==> src/rtl/wdt_pkg.sv <==
package wdt_pkg;
  localparam int unsigned DATA_W = 8;
  localparam int unsigned SEL_W  = 3;

  typedef enum logic [1:0] {
    A_CTL = 2'd0,
    A_RLD = 2'd1,
    A_FD1 = 2'd2,
    A_FD2 = 2'd3
  } reg_addr_e;

  typedef enum logic {
    FS_IDLE  = 1'b0,
    FS_ARMED = 1'b1
  } feed_st_e;

  localparam logic [DATA_W-1:0] FEED_KEY1 = 8'hA5;
  localparam logic [DATA_W-1:0] FEED_KEY2 = 8'h5A;

  localparam int unsigned CB_SEL = 0;
  localparam int unsigned CB_RUN = 3;
  localparam int unsigned CB_TOF = 4;
  localparam int unsigned CB_SRC = 5;
  localparam int unsigned CB_EN  = 7;
endpackage

==> src/rtl/wdt_feed_fsm.sv <==
module wdt_feed_fsm
  import wdt_pkg::*;
(
  input  logic              clk,
  input  logic              rst,
  input  logic              wr_en,
  input  logic [1:0]        wr_addr,
  input  logic [DATA_W-1:0] wr_data,
  output logic              feed_ok,
  output logic              viol,
  output logic              pend_q
);
  feed_st_e st_q, st_d;
  logic     pend_d;
  reg_addr_e adr;

  assign adr = reg_addr_e'(wr_addr);

  always_comb begin
    st_d    = st_q;
    pend_d  = pend_q;
    feed_ok = 1'b0;
    viol    = 1'b0;
    if (wr_en) begin
      unique case (st_q)
        FS_IDLE: begin
          if (adr == A_FD1 && wr_data == FEED_KEY1) st_d = FS_ARMED;
          else if (adr == A_FD1 || adr == A_FD2)    viol = 1'b1;
          else if (pend_q)                          viol = 1'b1;
          else if (adr == A_CTL)                    pend_d = 1'b1;
        end
        FS_ARMED: begin
          if (adr == A_FD2 && wr_data == FEED_KEY2) begin
            feed_ok = 1'b1;
            st_d    = FS_IDLE;
            pend_d  = 1'b0;
          end else begin
            viol = 1'b1;
          end
        end
        default: st_d = FS_IDLE;
      endcase
    end
    if (viol) begin
      st_d   = FS_IDLE;
      pend_d = 1'b0;
    end
  end

  always_ff @(posedge clk) begin
    if (rst) begin
      st_q   <= FS_IDLE;
      pend_q <= 1'b0;
    end else begin
      st_q   <= st_d;
      pend_q <= pend_d;
    end
  end

  // whatever follows a first key, the machine leaves the armed state
  p_armed_exit_r3: assert property (@(posedge clk) disable iff (rst)
    (st_q == FS_ARMED && wr_en) |=> (st_q == FS_IDLE));

  // a completed feed consumes any pending shadow
  p_pend_clear_r4: assert property (@(posedge clk) disable iff (rst)
    feed_ok |=> !pend_q);
endmodule

==> src/rtl/wdt_timebase.sv <==
module wdt_timebase #(
  parameter int unsigned DIV_W   = 5,
  parameter int unsigned PRE_W   = 12,
  parameter int unsigned SEL_W   = 3,
  parameter int unsigned TAP_OFS = 5
) (
  input  logic             clk,
  input  logic             rst,
  input  logic             clr,
  input  logic             run,
  input  logic             use_pclk,
  input  logic             pd,
  input  logic             osc_tick,
  input  logic [SEL_W-1:0] sel,
  output logic             dec
);
  localparam int unsigned NTAP = 1 << SEL_W;

  logic [DIV_W-1:0] div_q;
  logic [PRE_W-1:0] pre_q;
  logic             src, step, div_wrap;
  logic [NTAP-1:0]  tap_hit;

  assign src      = use_pclk ? !pd : osc_tick;
  assign step     = run & src;
  assign div_wrap = step & (&div_q);

  for (genvar k = 0; k < NTAP; k++) begin : g_tap
    assign tap_hit[k] = &pre_q[k+TAP_OFS-1:0];
  end

  assign dec = div_wrap & tap_hit[sel];

  always_ff @(posedge clk) begin
    if (rst || clr) begin
      div_q <= '0;
      pre_q <= '0;
    end else if (step) begin
      div_q <= div_q + 1'b1;
      if (div_wrap) pre_q <= pre_q + 1'b1;
    end
  end

  // clock source with power-down freezes the timebase
  p_pd_hold_r8: assert property (@(posedge clk) disable iff (rst)
    (use_pclk && pd && !clr) |=> ($stable(div_q) && $stable(pre_q)));
endmodule

==> src/rtl/wdt_downcount.sv <==
module wdt_downcount #(
  parameter int unsigned CNT_W = 8
) (
  input  logic             clk,
  input  logic             rst,
  input  logic             load,
  input  logic [CNT_W-1:0] load_val,
  input  logic             dec,
  output logic [CNT_W-1:0] cnt_q,
  output logic             uf
);
  assign uf = dec && (cnt_q == '0) && !load;

  always_ff @(posedge clk) begin
    if (rst)                cnt_q <= '1;
    else if (load)          cnt_q <= load_val;
    else if (dec) begin
      if (cnt_q == '0)      cnt_q <= load_val;
      else                  cnt_q <= cnt_q - 1'b1;
    end
  end

  // a feed loads the reload value
  p_feed_load_r2: assert property (@(posedge clk) disable iff (rst)
    load |=> (cnt_q == $past(load_val)));

  // a tap step lowers the count by one
  p_step_r5: assert property (@(posedge clk) disable iff (rst)
    (dec && !load && cnt_q != '0) |=> (cnt_q == $past(cnt_q) - 1'b1));

  // underflow restarts from the reload value
  p_uf_reload_r6: assert property (@(posedge clk) disable iff (rst)
    (dec && !load && cnt_q == '0) |=> (cnt_q == $past(load_val)));
endmodule

==> src/rtl/wdt_feed_timer.sv <==
module wdt_feed_timer
  import wdt_pkg::*;
#(
  parameter int unsigned DIV_W   = 5,
  parameter int unsigned PRE_W   = 12,
  parameter int unsigned TAP_OFS = 5
) (
  input  logic              clk,
  input  logic              por,
  input  logic              sys_rst,
  input  logic              wd_arm,
  input  logic              pd,
  input  logic              osc_tick,
  input  logic              wr_en,
  input  logic [1:0]        wr_addr,
  input  logic [DATA_W-1:0] wr_data,
  input  logic [1:0]        rd_addr,
  output logic [DATA_W-1:0] rd_data,
  output logic              wd_rst_req,
  output logic              irq
);
  logic              rst_all;
  logic              en_q, tof_q, run_q, src_q, req_q;
  logic [SEL_W-1:0]  sel_q, sh_sel_q;
  logic              sh_run_q, sh_src_q;
  logic [DATA_W-1:0] rld_q, rd_q, cnt_q, ctl_view;
  logic              feed_ok, viol, pend_q, dec, uf, ctl_wr, rld_wr;

  assign rst_all = por | sys_rst;
  assign ctl_wr  = wr_en && reg_addr_e'(wr_addr) == A_CTL;
  assign rld_wr  = wr_en && reg_addr_e'(wr_addr) == A_RLD;

  wdt_feed_fsm u_fsm (
    .clk     (clk),
    .rst     (rst_all),
    .wr_en   (wr_en),
    .wr_addr (wr_addr),
    .wr_data (wr_data),
    .feed_ok (feed_ok),
    .viol    (viol),
    .pend_q  (pend_q)
  );

  wdt_timebase #(
    .DIV_W   (DIV_W),
    .PRE_W   (PRE_W),
    .SEL_W   (SEL_W),
    .TAP_OFS (TAP_OFS)
  ) u_tb (
    .clk      (clk),
    .rst      (rst_all),
    .clr      (feed_ok),
    .run      (run_q),
    .use_pclk (src_q),
    .pd       (pd),
    .osc_tick (osc_tick),
    .sel      (sel_q),
    .dec      (dec)
  );

  wdt_downcount #(.CNT_W(DATA_W)) u_cnt (
    .clk      (clk),
    .rst      (rst_all),
    .load     (feed_ok),
    .load_val (rld_q),
    .dec      (dec),
    .cnt_q    (cnt_q),
    .uf       (uf)
  );

  always_ff @(posedge clk) begin
    if (por)         en_q <= 1'b0;
    else if (wd_arm) en_q <= 1'b1;
  end

  always_ff @(posedge clk) begin
    if (rst_all) begin
      sel_q    <= '0;
      run_q    <= 1'b0;
      src_q    <= 1'b0;
      sh_sel_q <= '0;
      sh_run_q <= 1'b0;
      sh_src_q <= 1'b0;
      rld_q    <= '1;
      tof_q    <= 1'b0;
      req_q    <= 1'b0;
    end else begin
      if (ctl_wr) begin
        sh_sel_q <= wr_data[CB_SEL +: SEL_W];
        sh_run_q <= wr_data[CB_RUN];
        sh_src_q <= wr_data[CB_SRC];
      end
      if (feed_ok && pend_q) begin
        sel_q <= sh_sel_q;
        run_q <= sh_run_q;
        src_q <= sh_src_q;
      end
      if (rld_wr) rld_q <= wr_data;
      if (uf && !en_q)                     tof_q <= 1'b1;
      else if (ctl_wr && !wr_data[CB_TOF]) tof_q <= 1'b0;
      req_q <= en_q && (viol || uf);
    end
  end

  always_comb begin
    ctl_view                     = '0;
    ctl_view[CB_SEL +: SEL_W]    = sel_q;
    ctl_view[CB_RUN]             = run_q;
    ctl_view[CB_TOF]             = tof_q;
    ctl_view[CB_SRC]             = src_q;
    ctl_view[CB_EN]              = en_q;
  end

  always_ff @(posedge clk) begin
    if (por) rd_q <= '0;
    else begin
      unique case (reg_addr_e'(rd_addr))
        A_CTL:   rd_q <= ctl_view;
        A_RLD:   rd_q <= rld_q;
        A_FD1:   rd_q <= cnt_q;
        default: rd_q <= '0;
      endcase
    end
  end

  assign rd_data    = rd_q;
  assign wd_rst_req = req_q;
  assign irq        = tof_q && !en_q;

  // a protocol breach in watchdog mode requests a reset
  p_viol_req_r3: assert property (@(posedge clk) disable iff (rst_all)
    (en_q && viol) |=> wd_rst_req);

  // active settings move only on a feed that consumes a shadow
  p_shadow_hold_r4: assert property (@(posedge clk) disable iff (rst_all)
    !(feed_ok && pend_q) |=> ($stable(sel_q) && $stable(run_q) && $stable(src_q)));

  // interval mode never requests a reset
  p_no_req_interval_r7: assert property (@(posedge clk) disable iff (rst_all)
    !en_q |-> !wd_rst_req);

  // interval underflow sets the flag
  p_uf_flag_r7: assert property (@(posedge clk) disable iff (rst_all)
    (uf && !en_q) |=> tof_q);

  // enable is sticky until power-on reset
  p_en_sticky_r9: assert property (@(posedge clk) disable iff (por)
    en_q |=> en_q);
endmodule

==> config.mk <==
export PLATFORM = sky130hd
export DESIGN_NAME = wdt_feed_timer
export DESIGN_NICKNAME = d
export VERILOG_FILES = /design/src/rtl/wdt_pkg.sv /design/src/rtl/wdt_feed_fsm.sv /design/src/rtl/wdt_timebase.sv /design/src/rtl/wdt_downcount.sv /design/src/rtl/wdt_feed_timer.sv
export SDC_FILE = /design/constraint.sdc
export NUM_CORES = 1
export LEC_CHECK = 0
export ABC_AREA = 1
export BUFFER_PORTS_ARGS = -buffer_cell sky130_fd_sc_hd__buf_4
export CELL_PAD_IN_SITES_DETAIL_PLACEMENT = 0
export CELL_PAD_IN_SITES_GLOBAL_PLACEMENT = 1
export CORE_ASPECT_RATIO = 1.2
export CORE_MARGIN = 4
export CORE_UTILIZATION = 42
export CTS_CLUSTER_DIAMETER = 200
export CTS_CLUSTER_SIZE = 30
export DETAILED_ROUTE_END_ITERATION = 12
export PLACE_DENSITY = 0.88
export REMOVE_ABC_BUFFERS = 1
export SYNTH_ARGS = -nofsm -noshare
export SYNTH_HDL_FRONTEND = slang
export SYNTH_HIERARCHICAL = 1
export SYNTH_SLANG_ARGS = --single-unit
==> constraint.sdc <==
create_clock -name clk -period 2.35 [get_ports clk]
set_clock_uncertainty 0.05 [all_clocks]
set_input_delay 0.47 -clock clk [delete_from_list [all_inputs] [get_ports clk]]
set_output_delay 0.47 -clock clk [all_outputs]
set_load 0.05 [all_outputs]
==> summary by stage <==
Clock tree
TritonCTS built the clock tree. The library cell used as clock root buffer is clkbuf_8. For this design, the sink count on the clock tree is between 50 and 60. The worst-skew pair later-pin latency is 310 ps. In this run the number of H-tree levels came out at 2. The number of buffers on the longest clock path is 2. Clock tree synthesis inserted a total of 5 buffers. After clock tree synthesis, the clock-pin slew on the worst setup and hold paths is ~100 ps.

Global route
The first global-routing pass estimated 12100 µm of wire. The number of global-route vias before repair came to 2593. The maximum number of pins on one net before global-route repair is 19.

Global routing consumed, over all layers together, 17.4% of the routing resources. The number of antenna violations at the first check in global routing was 0. After global routing the overflow that remains totals 0.

Critical path
The required time reported for the critical path endpoint is ~2500 ps. By startpoint and endpoint, the worst setup path is classified as reg -> reg. The start of the worst register-to-register path is u_tb/pre_q[0]$_SDFFE_PP0P_. The kind of start point of the critical path is a flip-flop. The sort of element at the end of the critical path is a flip-flop.

The signal arrival time at the worst endpoint is approximately 2300 ps. Of all nets on the critical path, the largest fanout is 7. The critical path startpoint is u_tb/pre_q[0]$_SDFFE_PP0P_.

Synthesis
Summed over its instances, the top area cell type makes up roughly 37% of the synthesized netlist area. The fraction of the yosys area taken by sequential cells is between 30% and 40%. In this run, synthesis inferred 0 flip-flops with an integrated enable. The share of synthesized flip-flops with an asynchronous set or reset is 0%. The library cell with the largest summed area after synthesis is dfxtp_1. A synthesized cell averages approximately 6.6 µm². The commonest register cell after synthesis is dfxtp_1. The number of different library cells used by synthesis comes to 32.

The number of instances in the synthesized netlist is 455. In the post-synthesis netlist, the biggest area contributors are dfxtp_1, nand2_1, nor2_1, inv_1, nand3_1. The number of warnings reported in the yosys synthesis log is 6. The flip-flop and latch count after synthesis is 56. The cell area after technology mapping is just over 0.003 mm².

Placement
Including well taps, the total number of placed cells is 570. The post-detailed-placement half-perimeter wirelength is between 5000 and 6000 µm. Buffers placed on the I/O ports in this run total 28. At the end of routability-driven placement, the weighted congestion stood at slightly above 0.9.

Worst hold path
The type of the most critical hold path is in -> reg. In this run the most critical hold path is launched from por.

STA
The worst max-slew margin expressed relative to the limit is between 40% and 50%. The max-slew violation count is 0. The final setup violation count is 0. The clock period minus worst slack is approximately 2100 ps. The transition time at the pin with the least slew margin is ~760 ps.

The portion of the clock cycle consumed by the worst path in the final layout is between 90% and 100%. The hold violation total from the final report came to 0. The maximum operating frequency is around 0.47 GHz. Setup repair after global routing left no endpoint under its margin. The final-layout setup total negative slack is 0 ps.

Detailed routing
The average detailed-routed wire length per instance is 12.3 µm. The post-detailed-route DRC marker count is 0. In this run, the number of DRC markers left after iteration 0 of detailed routing was 165. The total routed wirelength is a little over 7000 µm. The total iterations of the first detailed-routing run is 4. Once detail routing completed, the nets flagged for antenna violations numbered 0. The number of vias in the routed layout is around 2.8k.

After detailed routing, the number of vias per cell comes to about 4.9.

Floorplanning
The die covers 0.00862 mm². The initial core utilization is about 44%. The floorplan die height is 101 µm. The I/O pin total is 29.

The standard-cell row count is 33. The horizontal die dimension is 85.4 µm. The floorplan step defined a core boundary enclosing between 0.006 and 0.007 mm².

Power and ir drop
The worst voltage drop across the vdd grid is about 0.31 mV. The power density over cell area is approximately 500 mW/mm². For this design the static power due to leakage is 1.68 nW.

Layout
The fill cell total of the finished layout is approximately 710. From synthesis to final layout, the design area changed by 14.4%. At the end of the flow, the number of nets in the layout was 517.

In the final layout, the share of cells above drive strength 1 is about 14%. The number of antenna diodes is 0. The area taken by flip-flops and latches is around 0.0011 mm². Leaving out filler cells and counting taps, the final layout contains about 580. The area of the multi-input gates is approximately 0.0016 mm².

Status
The flow ran to the end, and the final reports show no timing, DRC or antenna violations.

Run
Max-cap violations in this run came to 0.
placed cells by master (no fill, tap or decap), types with 2 or more instances in the layout:
cell / Yosys / final
nand2_1: 131 / 131
buf_4: 0 / 33
nor2_4: 6 / 6
nor2_2: 5 / 5
nor3_1: 2 / 2
xor2_1: 4 / 4
o21ai_0: 21 / 21
nand2_2: 3 / 3
inv_2: 2 / 2
clkbuf_8: 0 / 5
nand4_1: 8 / 8
ha_1: 7 / 7
a21oi_2: 2 / 2
dfxtp_1: 56 / 55
nand2_4: 2 / 2
a21oi_1: 18 / 18
inv_1: 66 / 66
nand3_1: 39 / 39
nor2_1: 67 / 67
power by group:
part	leakage, nW	switching [mW]	total (mW)	internal (mW)
registers	0.455	0.00960	0.974	0.965
clock network	0.0552	0.308	0.625	0.317
logic	1.17	0.114	0.175	0.0604
total	1.68	0.432	1.77	1.34
Yosys cell counts, types with 2 or more instances:
library cell	count
nand4_1	8
buf_6	2
inv_1	66
nor2_4	6
nand3_1	39
a21oi_2	2
ha_1	7
xor2_1	4
nand2_2	3
nand2_1	131
dfxtp_1	56
nand2_4	2
nor2_2	5
inv_2	2
nor2_1	67
nor3_1	2
a21oi_1	18
o21ai_0	21
layout make-up:
| cell class | count | share of cell area (%) |
|---|---|---|
| Timing Repair Buffer | 33 | 7.17 |
| Multi-Input combinational cell | 327 | 46.7 |
| Inverter | 68 | 7.39 |
| Clock buffer | 6 | 2.10 |
| Tap cell | 87 | 3.15 |
| Clock inverter | 2 | 1.01 |
| Sequential cell | 56 | 32.5 |
per-layer routing:
metal	wire (µm)	track usage, %	vias to the layer above
met4	90	5.12	0
met5	0	0	-
li1	-	-	1489
met2	3370	28.8	53
met1	3330	23.4	1261
met3	307	2.78	7
worst max-delay path: stages (launching register included):
cell and delay (ps):
dfxtp_2 390, ha_1 210, nand2_1 110, nor2_4 160, buf_4 140, ha_1 140
nand2_1 50, o21bai_1 120, o21ai_1 90, a21oi_2 150, nor2_2 70, buf_4 160
a21oi_1 130, nand2_1 70
logic make-up (layout without fill, tap and decap cells):
group           count (synthesis)  in the layout  synth area share (%)
xor+xnor                        5              5                  1.45
compound gates                 45             45                  8.20
flops                          56             56                  37.1
simple gates                  270            270                  40.8
fa+ha+maj                       7              7                  2.90
buf+inv                        72            109                  9.49
worst paths after layout:
| check | to | slack, ps | depth (start not counted) |
|---|---|---|---|
| min | rd_data[6]$_SDFF_PP0_ | 310 | 2 |
| max | u_cnt/cnt_q[5]$_SDFFE_PP1P_ | 210 | 13 |
| max reg2reg | u_cnt/cnt_q[5]$_SDFFE_PP1P_ | 210 | 13 |
| min reg2reg | sh_sel_q[0]$_SDFFE_PP0P_ | 430 | 2 |
repair_timing:
item | in CTS | in global routing
hold buffers | 0 | 0
buffers inserted | 0 | 1
endpoints found under the setup margin | 0 | 9
gates resized for setup | 0 | 1
endpoints found under the hold margin | 0 | 0
registers in the layout (all words and copies together), names as in the netlist:
| signal | flops |
|---|---|
| u_tb/pre_q | 12 |
| rd_data | 8 |
| rld_q | 8 |
| u_cnt/cnt_q | 8 |
| u_tb/div_q | 5 |
| sel_q | 3 |
| sh_sel_q | 3 |
| en_q | 1 |
| run_q | 1 |
| sh_run_q | 1 |
| sh_src_q | 1 |
| src_q | 1 |
| tof_q | 1 |
| u_fsm/pend_q | 1 |
| u_fsm/st_q | 1 |
| wd_rst_req | 1 |
metrics by stage:
step	cell area [µm²]	utilization, %	power, mW	worst slack, ps	hold WS [ps]
after detailed placement	3340	48.4	1.17	19.7	417
final	3450	50.1	1.77	210	308
after CTS	3450	50.0	1.80	122	299
after global placement	3340	48.4	1.17	88.7	410
after global routing	3450	50.1	1.86	0.298	297
after floorplan	2990	-	1.10	353	384
(Power assumes the default switching activity.)
